--- config.mk ---
export PLATFORM = sky130hd
export DESIGN_NAME = fp3sd_align_add
export DESIGN_NICKNAME = d
export VERILOG_FILES = /design/src/rtl/fp3sd_pkg.sv /design/src/rtl/fp3sd_sd_add.sv /design/src/rtl/fp3sd_rshift.sv /design/src/rtl/fp3sd_exp_align.sv /design/src/rtl/fp3sd_align_add.sv
export SDC_FILE = /design/constraint.sdc
export NUM_CORES = 2
export LEC_CHECK = 0
export CAP_MARGIN = 30
export CELL_PAD_IN_SITES_DETAIL_PLACEMENT = 1
export CELL_PAD_IN_SITES_GLOBAL_PLACEMENT = 2
export CORE_AREA = 2 2 269 271
export DETAILED_ROUTE_END_ITERATION = 16
export DIE_AREA = 0 0 271 273
export DONT_BUFFER_PORTS = 1
export GPL_TIMING_DRIVEN = 0
export PLACE_DENSITY = 0.9
export SYNTH_ARGS = -nofsm -noshare
export SYNTH_HDL_FRONTEND = slang
export SYNTH_SLANG_ARGS = --single-unit
--- constraint.sdc ---
create_clock -name clk -period 10 [get_ports clk]
set_input_delay 2 -clock clk [delete_from_list [all_inputs] [get_ports clk]]
set_output_delay 2 -clock clk [all_outputs]
set_load 0.01 [all_outputs]
--- src/rtl/fp3sd_pkg.sv ---
// Package: shared default sizes and a one-bit full adder used by the
// signed-digit adders. Assumes nothing beyond IEEE 1800-2017 semantics.
package fp3sd_pkg;

    localparam int SIG_DIGITS   = 24;  // significand digits per operand
    localparam int EXP_BITS     = 8;   // two's-complement exponent width
    localparam int GUARD_DIGITS = 4;   // digits kept below the X/Y LSB
    localparam int A_PRESHIFT   = 30;  // fixed left placement of A

    // Full adder: returns {carry, sum}.
    function automatic logic [1:0] full_add(input logic a, input logic b, input logic c);
        return {(a & b) | (a & c) | (b & c), a ^ b ^ c};
    endfunction

endpackage

--- src/rtl/fp3sd_sd_add.sv ---
// Carry-limited signed-digit adder.
// Each operand is a pos/neg vector pair, and digit i = pos[i] - neg[i].
// Two rows of full adders work with a constant depth per digit. The first
// row folds b_pos into a. The second row subtracts b_neg, working on the
// negated intermediate. The output is N+2 digits wide, so nothing is lost.
// Assumes nothing about digit patterns: a digit with both bits set is zero.
module fp3sd_sd_add
    import fp3sd_pkg::*;
#(
    parameter int N = 28
) (
    input  logic [N-1:0] a_pos,
    input  logic [N-1:0] a_neg,
    input  logic [N-1:0] b_pos,
    input  logic [N-1:0] b_neg,
    output logic [N+1:0] z_pos,
    output logic [N+1:0] z_neg
);

    logic [N-1:0] row1_sum;
    logic [N-1:0] row1_cry;
    logic [N:0]   mid_pos;
    logic [N:0]   mid_neg;
    logic [N:0]   bneg_ext;
    logic [N:0]   row2_sum;
    logic [N:0]   row2_cry;

    // Row 1: a_pos + b_pos + (1 - a_neg) for each digit.
    generate
        for (genvar i = 0; i < N; i++) begin : g_row1
            assign {row1_cry[i], row1_sum[i]} = full_add(a_pos[i], b_pos[i], ~a_neg[i]);
        end
    endgenerate

    // Intermediate digit i = carry from i-1 minus inverted sum; value a + b_pos.
    assign mid_pos  = {row1_cry, 1'b0};
    assign mid_neg  = {1'b0, ~row1_sum};
    assign bneg_ext = {1'b0, b_neg};

    // Row 2: applied to the negated intermediate, adding b_neg.
    generate
        for (genvar i = 0; i <= N; i++) begin : g_row2
            assign {row2_cry[i], row2_sum[i]} = full_add(mid_neg[i], bneg_ext[i], ~mid_pos[i]);
        end
    endgenerate

    // Negate back: value mid - b_neg = a + b.
    assign z_pos = {1'b0, ~row2_sum};
    assign z_neg = {row2_cry, 1'b0};

endmodule

--- src/rtl/fp3sd_rshift.sv ---
// Signed-digit right shifter with saturation.
// The pos and neg vectors are shifted alike. Digits that pass below digit 0
// are dropped, and a count of W or more yields all-zero digits.
// Assumes SHW > $clog2(W), so the count can reach W.
module fp3sd_rshift #(
    parameter int W   = 28,
    parameter int SHW = 9
) (
    input  logic [W-1:0]   in_pos,
    input  logic [W-1:0]   in_neg,
    input  logic [SHW-1:0] amt,
    output logic [W-1:0]   out_pos,
    output logic [W-1:0]   out_neg
);

    localparam int LV = $clog2(W);

    logic [W-1:0] pos_st [0:LV];
    logic [W-1:0] neg_st [0:LV];
    logic         sat;

    assign pos_st[0] = in_pos;
    assign neg_st[0] = in_neg;

    // Logarithmic stages: stage k shifts by 2^k when amt[k] is set.
    generate
        for (genvar k = 0; k < LV; k++) begin : g_lvl
            assign pos_st[k+1] = amt[k] ? (pos_st[k] >> (2 ** k)) : pos_st[k];
            assign neg_st[k+1] = amt[k] ? (neg_st[k] >> (2 ** k)) : neg_st[k];
        end
    endgenerate

    // Saturate: any count at or beyond the field width clears the operand.
    assign sat     = (amt >= SHW'(W));
    assign out_pos = sat ? '0 : pos_st[LV];
    assign out_neg = sat ? '0 : neg_st[LV];

endmodule

--- src/rtl/fp3sd_exp_align.sv ---
// Exponent unit.
// It subtracts E_X - E_Y to find the larger exponent and the X/Y shift. In
// parallel it forms the A shift as E_big - E_A + PRE, and the exponent of
// result digit 0 as E_big - GRD.
// Assumes E_A <= E_big + PRE; a negative A count is clamped to zero.
module fp3sd_exp_align #(
    parameter int EXPW = 8,
    parameter int PRE  = 30,
    parameter int GRD  = 4
) (
    input  logic [EXPW-1:0] e_x,
    input  logic [EXPW-1:0] e_y,
    input  logic [EXPW-1:0] e_a,
    output logic [EXPW:0]   x_shamt,
    output logic [EXPW:0]   y_shamt,
    output logic [EXPW:0]   a_shamt,
    output logic [EXPW:0]   e_res
);

    localparam logic signed [EXPW+1:0] PRE_V = PRE;
    localparam logic        [EXPW:0]   GRD_V = GRD;

    logic signed [EXPW:0]   dxy;
    logic                   x_lt;
    logic        [EXPW:0]   mag;
    logic        [EXPW-1:0] e_big;
    logic signed [EXPW+1:0] oa;

    // X/Y compare: a one-bit-wider subtraction cannot overflow.
    assign dxy  = $signed({e_x[EXPW-1], e_x}) - $signed({e_y[EXPW-1], e_y});
    assign x_lt = dxy[EXPW];
    assign mag  = x_lt ? (EXPW+1)'(-dxy) : dxy;

    // Route the difference to the operand with the smaller exponent.
    assign x_shamt = x_lt ? mag : '0;
    assign y_shamt = x_lt ? '0 : mag;
    assign e_big   = x_lt ? e_y : e_x;

    // A offset, two bits wider than the exponents so it never wraps.
    assign oa = $signed({{2{e_big[EXPW-1]}}, e_big})
              - $signed({{2{e_a[EXPW-1]}}, e_a}) + PRE_V;
    assign a_shamt = oa[EXPW+1] ? '0 : oa[EXPW:0];

    // Exponent of result digit 0.
    assign e_res = {e_big[EXPW-1], e_big} - GRD_V;

endmodule

--- src/rtl/fp3sd_align_add.sv ---
// Top: three-operand signed-digit FP aligner-adder, latency two cycles.
// Stage 1: exponent unit, X/Y alignment and first signed-digit addition,
//          with A alignment running alongside.
// Stage 2: wide signed-digit addition of the aligned A and the first sum.
// Assumes E_A <= max(E_X, E_Y) + PRE. Registers load only on valid.
module fp3sd_align_add
    import fp3sd_pkg::*;
#(
    parameter int SIG  = SIG_DIGITS,
    parameter int EXPW = EXP_BITS,
    parameter int GRD  = GUARD_DIGITS,
    parameter int PRE  = A_PRESHIFT
) (
    input  logic                      clk,
    input  logic                      rst_n,
    input  logic                      in_valid,
    input  logic [SIG-1:0]            x_pos,
    input  logic [SIG-1:0]            x_neg,
    input  logic [EXPW-1:0]           x_exp,
    input  logic [SIG-1:0]            y_pos,
    input  logic [SIG-1:0]            y_neg,
    input  logic [EXPW-1:0]           y_exp,
    input  logic [SIG-1:0]            a_pos,
    input  logic [SIG-1:0]            a_neg,
    input  logic [EXPW-1:0]           a_exp,
    output logic                      out_valid,
    output logic [SIG+GRD+PRE+1:0]    res_pos,
    output logic [SIG+GRD+PRE+1:0]    res_neg,
    output logic [EXPW:0]             res_exp
);

    localparam int FW   = SIG + GRD;        // X/Y aligned field
    localparam int SUMW = FW + 2;           // first sum width
    localparam int AW   = SIG + GRD + PRE;  // A aligned field
    localparam int RESW = AW + 2;           // final sum width
    localparam int SHW  = EXPW + 1;         // shift count width

    logic [SHW-1:0]  x_sh, y_sh, a_sh;
    logic [EXPW:0]   e_res;
    logic [FW-1:0]   xal_pos, xal_neg, yal_pos, yal_neg;
    logic [SUMW-1:0] sum_pos, sum_neg;
    logic [AW-1:0]   aal_pos, aal_neg;

    logic            s1_valid;
    logic [SUMW-1:0] s1_sum_pos, s1_sum_neg;
    logic [AW-1:0]   s1_a_pos, s1_a_neg;
    logic [EXPW:0]   s1_exp;
    logic [RESW-1:0] fin_pos, fin_neg;

    fp3sd_exp_align #(.EXPW(EXPW), .PRE(PRE), .GRD(GRD)) i_exp (
        .e_x     (x_exp),
        .e_y     (y_exp),
        .e_a     (a_exp),
        .x_shamt (x_sh),
        .y_shamt (y_sh),
        .a_shamt (a_sh),
        .e_res   (e_res)
    );

    fp3sd_rshift #(.W(FW), .SHW(SHW)) i_xsh (
        .in_pos  ({x_pos, {GRD{1'b0}}}),
        .in_neg  ({x_neg, {GRD{1'b0}}}),
        .amt     (x_sh),
        .out_pos (xal_pos),
        .out_neg (xal_neg)
    );

    fp3sd_rshift #(.W(FW), .SHW(SHW)) i_ysh (
        .in_pos  ({y_pos, {GRD{1'b0}}}),
        .in_neg  ({y_neg, {GRD{1'b0}}}),
        .amt     (y_sh),
        .out_pos (yal_pos),
        .out_neg (yal_neg)
    );

    fp3sd_sd_add #(.N(FW)) i_add_xy (
        .a_pos (xal_pos),
        .a_neg (xal_neg),
        .b_pos (yal_pos),
        .b_neg (yal_neg),
        .z_pos (sum_pos),
        .z_neg (sum_neg)
    );

    // A path: placed PRE+GRD digits up, then shifted right by the offset.
    fp3sd_rshift #(.W(AW), .SHW(SHW)) i_ash (
        .in_pos  ({a_pos, {(PRE+GRD){1'b0}}}),
        .in_neg  ({a_neg, {(PRE+GRD){1'b0}}}),
        .amt     (a_sh),
        .out_pos (aal_pos),
        .out_neg (aal_neg)
    );

    // Stage 1 register: the first sum, the aligned A and the result exponent.
    always_ff @(posedge clk) begin
        if (!rst_n) begin
            s1_valid   <= 1'b0;
            s1_sum_pos <= '0;
            s1_sum_neg <= '0;
            s1_a_pos   <= '0;
            s1_a_neg   <= '0;
            s1_exp     <= '0;
        end else begin
            s1_valid <= in_valid;
            if (in_valid) begin
                s1_sum_pos <= sum_pos;
                s1_sum_neg <= sum_neg;
                s1_a_pos   <= aal_pos;
                s1_a_neg   <= aal_neg;
                s1_exp     <= e_res;
            end
        end
    end

    // Final adder: the upper digits of the narrow sum are constant zero.
    fp3sd_sd_add #(.N(AW)) i_add_fin (
        .a_pos (s1_a_pos),
        .a_neg (s1_a_neg),
        .b_pos ({{(AW-SUMW){1'b0}}, s1_sum_pos}),
        .b_neg ({{(AW-SUMW){1'b0}}, s1_sum_neg}),
        .z_pos (fin_pos),
        .z_neg (fin_neg)
    );

    // Stage 2 register: the final result and its exponent.
    always_ff @(posedge clk) begin
        if (!rst_n) begin
            out_valid <= 1'b0;
            res_pos   <= '0;
            res_neg   <= '0;
            res_exp   <= '0;
        end else begin
            out_valid <= s1_valid;
            if (s1_valid) begin
                res_pos <= fin_pos;
                res_neg <= fin_neg;
                res_exp <= s1_exp;
            end
        end
    end

endmodule

# After elaboration in Yosys (flattened, before gate mapping)
# Cells that the tools add are included.
[totals]
reg_bits = 310
inputBits = 171
out_inout_bits = 130
word_cells = 1143
[classes]
n_addsub = 5
magnitude_cmp = 3
muxes = 43
bitwise = 1082
[ops]
columns = ["operator", "count"]
rows = [
  ["$mux 58", 14],
  ["$mux 28", 24],
  ["$and 1x1->1", 395],
  ["$xor 1x1->1", 283],
  ["$or 1x1->1", 226],
  ["$not 1->1", 174],
  ["$not 59->59", 1],
  ["$not 58->58", 1],
  ["$mux 9", 4],
  ["$not 29->29", 1],
  ["$not 28->28", 1],
  ["$ge 9x5->1 const B", 2],
  ["$sub 8x8->9", 2],
  ["$add 10x6->10 const B", 1],
  ["$ge 9x6->1 const B", 1],
  ["$neg 9->9", 1],
  ["$sub 8x4->9 const B", 1],
  ["$mux 8", 1],
]

# Longest topological paths before layout
[logic_depth]
ltp_word = 18
depth_mapped = 30
depth_no_buf = 24

# Cells and area by module
# Synthesis repeated with hierarchy kept, for this count alone.
[unflattened]
hier_cells = 3349
hier_area_um2 = 32187.1
[by_module_without_submodules]
columns = ["mod", "instances", "cells_each", "area_each_um2", "seq_area_each_um2"]
rows = [
  ["fp3sd_align_add", 1, 1018, 12000.3, 6326.1],
  ["fp3sd_rshift at i_ash", 1, 972, 8230.4, 0.0],
  ["fp3sd_rshift at i_xsh ...", 2, 322, 2925.3, 0.0],
  ["fp3sd_sd_add at i_add_fin", 1, 351, 3208.1, 0.0],
  ["fp3sd_sd_add at i_add_xy", 1, 171, 1556.5, 0.0],
  ["fp3sd_exp_align", 1, 193, 1341.3, 0.0],
]

# Least setup slack after synthesis
# Ideal clock, no wire load.
[synth_timing]
kind = "input port to flip-flop"
start = "in x_exp[0]"
end = "reg s1_a_neg[23]"
setup_ns = 0.132
arrival_time_ns = 7.587
required_time_ns = 9.868
slack_ns = 2.282
path_stages = 27
n_path_buf = 5
path_cell_list = "inv_1 > ha_1 > inv_1 > fa_1 > a21o_1 > a21oi_1 > o21a_1 > o21a_1 > buf_2 > nor2_1 > clkbuf_1 > clkbuf_1 > buf_1 > mux2i_1 > ha_1 > fa_1 > nand2b_1 > a21o_1 > a211oi_1 > nor2_1 > a32o_1 > buf_2 > a32o_1 > or3_1 > o21a_1 > a221oi_1 > nor3_1"
[synth_via]
elab_chain_cells = 12
elab_cells_between_ends = 13
classes_between = "3 x add/sub; 1 x order compare; 9 x mux"
[synth_lines]
columns = ["element", "line", "text"]
rows = [
  ["start: declaration", "fp3sd_align_add.sv:19", "input logic [EXPW-1:0] x_exp,"],
  ["$sub 8x8->9", "fp3sd_exp_align.sv:30", "assign dxy = $signed({e_x[EXPW-1], e_x}) - $signed({e_y[EXPW-1], e_y});"],
  ["$mux 8 (*)", "fp3sd_exp_align.sv:37", "assign e_big = x_lt ? e_y : e_x;"],
  ["$sub 8x8->9 (*)", "fp3sd_exp_align.sv:41", "- $signed({{2{e_a[EXPW-1]}}, e_a}) + PRE_V;"],
  ["$add 10x6->10 (*)", "fp3sd_exp_align.sv:41", ""],
  ["$mux 9 (*)", "fp3sd_exp_align.sv:42", "assign a_shamt = oa[EXPW+1] ? '0 : oa[EXPW:0];"],
  ["$mux 58 (6 in a row)", "fp3sd_rshift.sv:29", "assign neg_st[k+1] = amt[k] ? (neg_st[k] >> (2 ** k)) : neg_st[k];"],
  ["$mux 58 (*)", "fp3sd_rshift.sv:36", "assign out_neg = sat ? '0 : neg_st[LV];"],
  ["end signal: assignment", "fp3sd_align_add.sv:109", "s1_a_neg <= aal_neg;"],
  ["end: declaration", "fp3sd_align_add.sv:46", "logic [AW-1:0] s1_a_pos, s1_a_neg;"],
]
# Every way passes the cells marked *; elsewhere a longest branch is shown, timed or not.
# A chain may end at the register's enable or synchronous reset.

# Worst setup path in the final report
[layout_timing]
start = "in x_exp[0]"
end = "reg s1_a_pos[13]"
[layout_via]
elab_chain_cells = 12
elab_cells_between_ends = 13
classes_between = "3 x add/sub; 1 x order compare; 9 x mux"
[layout_lines]
columns = ["element", "line", "text"]
rows = [
  ["$sub 8x8->9", "fp3sd_exp_align.sv:30", ""],
  ["$mux 8 (*)", "fp3sd_exp_align.sv:37", ""],
  ["$sub 8x8->9 (*)", "fp3sd_exp_align.sv:41", ""],
  ["$add 10x6->10 (*)", "fp3sd_exp_align.sv:41", ""],
  ["$mux 9 (*)", "fp3sd_exp_align.sv:42", ""],
  ["$mux 58 (6 in a row)", "fp3sd_rshift.sv:28", "assign pos_st[k+1] = amt[k] ? (pos_st[k] >> (2 ** k)) : pos_st[k];"],
  ["$mux 58 (*)", "fp3sd_rshift.sv:35", "assign out_pos = sat ? '0 : pos_st[LV];"],
  ["end signal: assignment", "fp3sd_align_add.sv:108", "s1_a_pos <= aal_pos;"],
  ["end: declaration", "fp3sd_align_add.sv:46", ""],
]
# Marked as above.

==> impl_metrics.json <==
{
  "clkTransAtPathRegs_ns": 0.06,
  "grt_use_total_pct": 37.8,
  "grt_start_max_net_pins": 20,
  "first_iter_violations": 3707,
  "outcome": "finished, final reports clean",
  "syn_area_per_cell_um2": 7.68,
  "final_common_cell": "nor2_1",
  "die_x_um": 271,
  "postCtsSetupBuffers": 0,
  "end_kind": "flip-flop",
  "ant_nets": 0,
  "dieArea_um2": 74000,
  "ctsHoldBuffers": 0,
  "rsz0062_at_grt": "false",
  "dp_hpwl_um": 116000,
  "fin_nets": 3906,
  "crit_path_start_kind": "primary input",
  "hold_viol_final": 0,
  "cts_tree": "yes",
  "io_buffer_count": 0,
  "fin_area_um2": 29400,
  "routed_via_density": 6.61,
  "multi_input_comb_area_um2": 18200,
  "cts-root-buf": "clkbuf_16",
  "synth_top_flop_cell": "dfxtp_1",
  "finalSetupViolCount": 0,
  "layout-drive-gt1-share_pct": 5.77,
  "vias": 29900,
  "dieHeight_um": 273,
  "clkLatencyLatePin_ns": 0.59,
  "synth_cells": 3484,
  "relSlewSlack_pct": 9.03,
  "cts_max_level": 2,
  "grt_pass1_wl_um": 209000,
  "critPathMaxFanout": 19,
  "worstMarginPinSlew_ns": 1.36,
  "start_util_pct": 37.7,
  "nFillCells": 8764,
  "stdcell_count": 4520,
  "hp-class": "reg2reg",
  "p_per_area_nw_per_um2": 298,
  "dpl.cell_count": 4454,
  "async_reset_ff_share_pct": 0,
  "seqCellArea_um2": 6190,
  "antenna_found_initial": 2,
  "synth.distinct_cells": 93,
  "p_leak_nw": 11.7,
  "arrival_ns": 10.23,
  "core_um2": 71000,
  "drt-pass1-iter-count": 6,
  "peakVddDrop_mv": 0.134,
  "skew_ns": 0.0471,
  "drc": 0,
  "synth_edf_count": 0,
  "max_cap_viol_count": 0,
  "fmax_mhz": 102,
  "grt_pass1_vias": 29400,
  "num_rows": 98,
  "clockBufferDepth": 3,
  "wire_per_inst_um": 32.0,
  "grt_overflow": 0,
  "min_period_ns": 9.82,
  "ioPinCount": 301,
  "yosysSeqAreaShare_pct": 23.1,
  "critPathKind": "in2reg",
  "worstPathRequired_ns": 10.41,
  "cts_buffers": 37,
  "layout_common_cells": "nor2_1, inv_1, dfxtp_1",
  "finalWeightedCongestion": 1.05,
  "yosys_warnings": 0,
  "tns_ns": 0,
  "synthesis.area_um2": 26700,
  "placed_cell_area_um2": 28100,
  "drv_slew": 0,
  "ys_seq_elements": 309,
  "period_share_pct": 98.2,
  "wl_um": 145000,
  "clkSinkCount": 309,
  "syn_to_final_growth_pct": 9.92
}
[per-stage QoR]
stage	setup WS, ns	utilization (%)	hold WS, ns	power, W
floorplan	2.28	-	0.416	0.00472
global placement	-1.58	39.4	0.436	0.00689
detailed placement	-1.02	39.6	0.437	0.00700
CTS	0.207	41.4	0.449	0.00846
global route	0.0225	41.4	0.462	0.00906
finish	0.184	41.4	0.450	0.00876
[final timing paths]
path / startpoint / endpoint / slack (ns) / cells past startpoint
min reg2reg: s1_a_pos[38] / s1_a_pos[38] / 0.45 / 2
max: x_exp[0] / s1_a_pos[13] / 0.18 / 26
min: s1_a_pos[38] / s1_a_pos[38] / 0.45 / 2
max reg2reg: s1_valid / res_neg[47] / 7.61 / 5
[area by class of cell]
type / count / share of cell area, %
timing repair buffer: 19 / 0.562
buffer: 265 / 3.72
multi-input combinational: 2570 / 61.9
tap: 950 / 4.04
clock buffer: 52 / 3.65
antenna: 1 / 0.00851
sequential: 309 / 21.0
inverter: 341 / 4.35
clock inverter: 13 / 0.724
[flip-flops by register name, summed over array words and instances, names as in the netlist]
name,cells
res_pos,58
s1_valid,1
s1_a_neg,58
s1_sum_pos,29
res_neg,58
s1_sum_neg,28
res_exp,9
s1_exp,9
s1_a_pos,58
out_valid,1
[cell usage after synthesis (26+ instances only)]
cell type  count  share of area (%)
nand3_1       59                1.1
and3_1        37               0.87
inv_1        339                4.8
nand2_1      262                3.7
ha_1          78                3.6
and2_1        29               0.68
mux2i_1      207                7.7
mux2_2        34                1.4
o21ai_0      159                3.0
fa_1         114                8.5
nor2_1       472                6.6
dfxtp_1      309                 23
a21oi_1      170                3.2
a211oi_1     149                4.2
a22oi_1       40                1.1
a31oi_1       27               0.63
nor2b_1       28               0.66
buf_1         41               0.58
o22ai_1       93                2.2
o211ai_1      51                1.4
nor3_1        81                1.5
buf_2         29               0.54
clkbuf_1     184                2.6
a221oi_1      26               0.85
o221ai_1      42                1.4
[routing by layer]
metal / part of all wire, % / wire length [um] / vias to the layer above / global-route usage (%)
met3: 12 / 17900 / 433 / 11.0
met1: 41 / 58700 / 14700 / 50.2
li1: - / - / 12700 / -
met4: 5.8 / 8430 / 4 / 18.3
met2: 41 / 59700 / 2060 / 55.7
met5: 0.018 / 26 / - / 0
[kinds of logic after synthesis]
family | after synthesis | synth area share (%)
xor gates and xnor gates | 20 | 0.767
and+or+nand+nor | 1046 | 17.1
adders and majority gates | 192 | 12.2
DFF | 309 | 23.1
buffers and inverters | 607 | 8.86
muxes | 246 | 9.60
other | 1 | 0.0140
AOI/OAI and AO/OA | 1063 | 28.3
[power breakdown]
group	switching [W]	internal, W
clock network	0.000578	0.000880
registers	0.000229	0.00146
logic	0.00391	0.00171
total	0.00472	0.00405
[worst max-delay path, stage by stage]
cell      delay (ns)
inv_1           0.02
ha_1            0.20
inv_1           0.07
fa_1            0.25
a21o_1          0.13
a21oi_1         0.14
o21a_1          0.27
o21a_1          0.19
buf_2           0.20
nor2_1          0.19
clkbuf_1        0.57
buf_2           0.58
mux2i_1         0.27
ha_1            0.27
fa_1            0.66
buf_1           0.44
clkbuf_1        0.42
clkbuf_2        0.39
buf_2           0.34
clkbuf_1        0.52
o22ai_1         0.24
a32oi_1         0.58
nand2_1         0.13
o21a_1          0.21
a222oi_1        0.74
o21ai_0         0.16
[repair_timing]
action	in CTS	in global routing
resized for setup	1	14
gates cloned	0	0
pin swaps	0	1
endpoints found under the setup margin	30	20
Note: power is estimated with default switching activity, not from simulation.
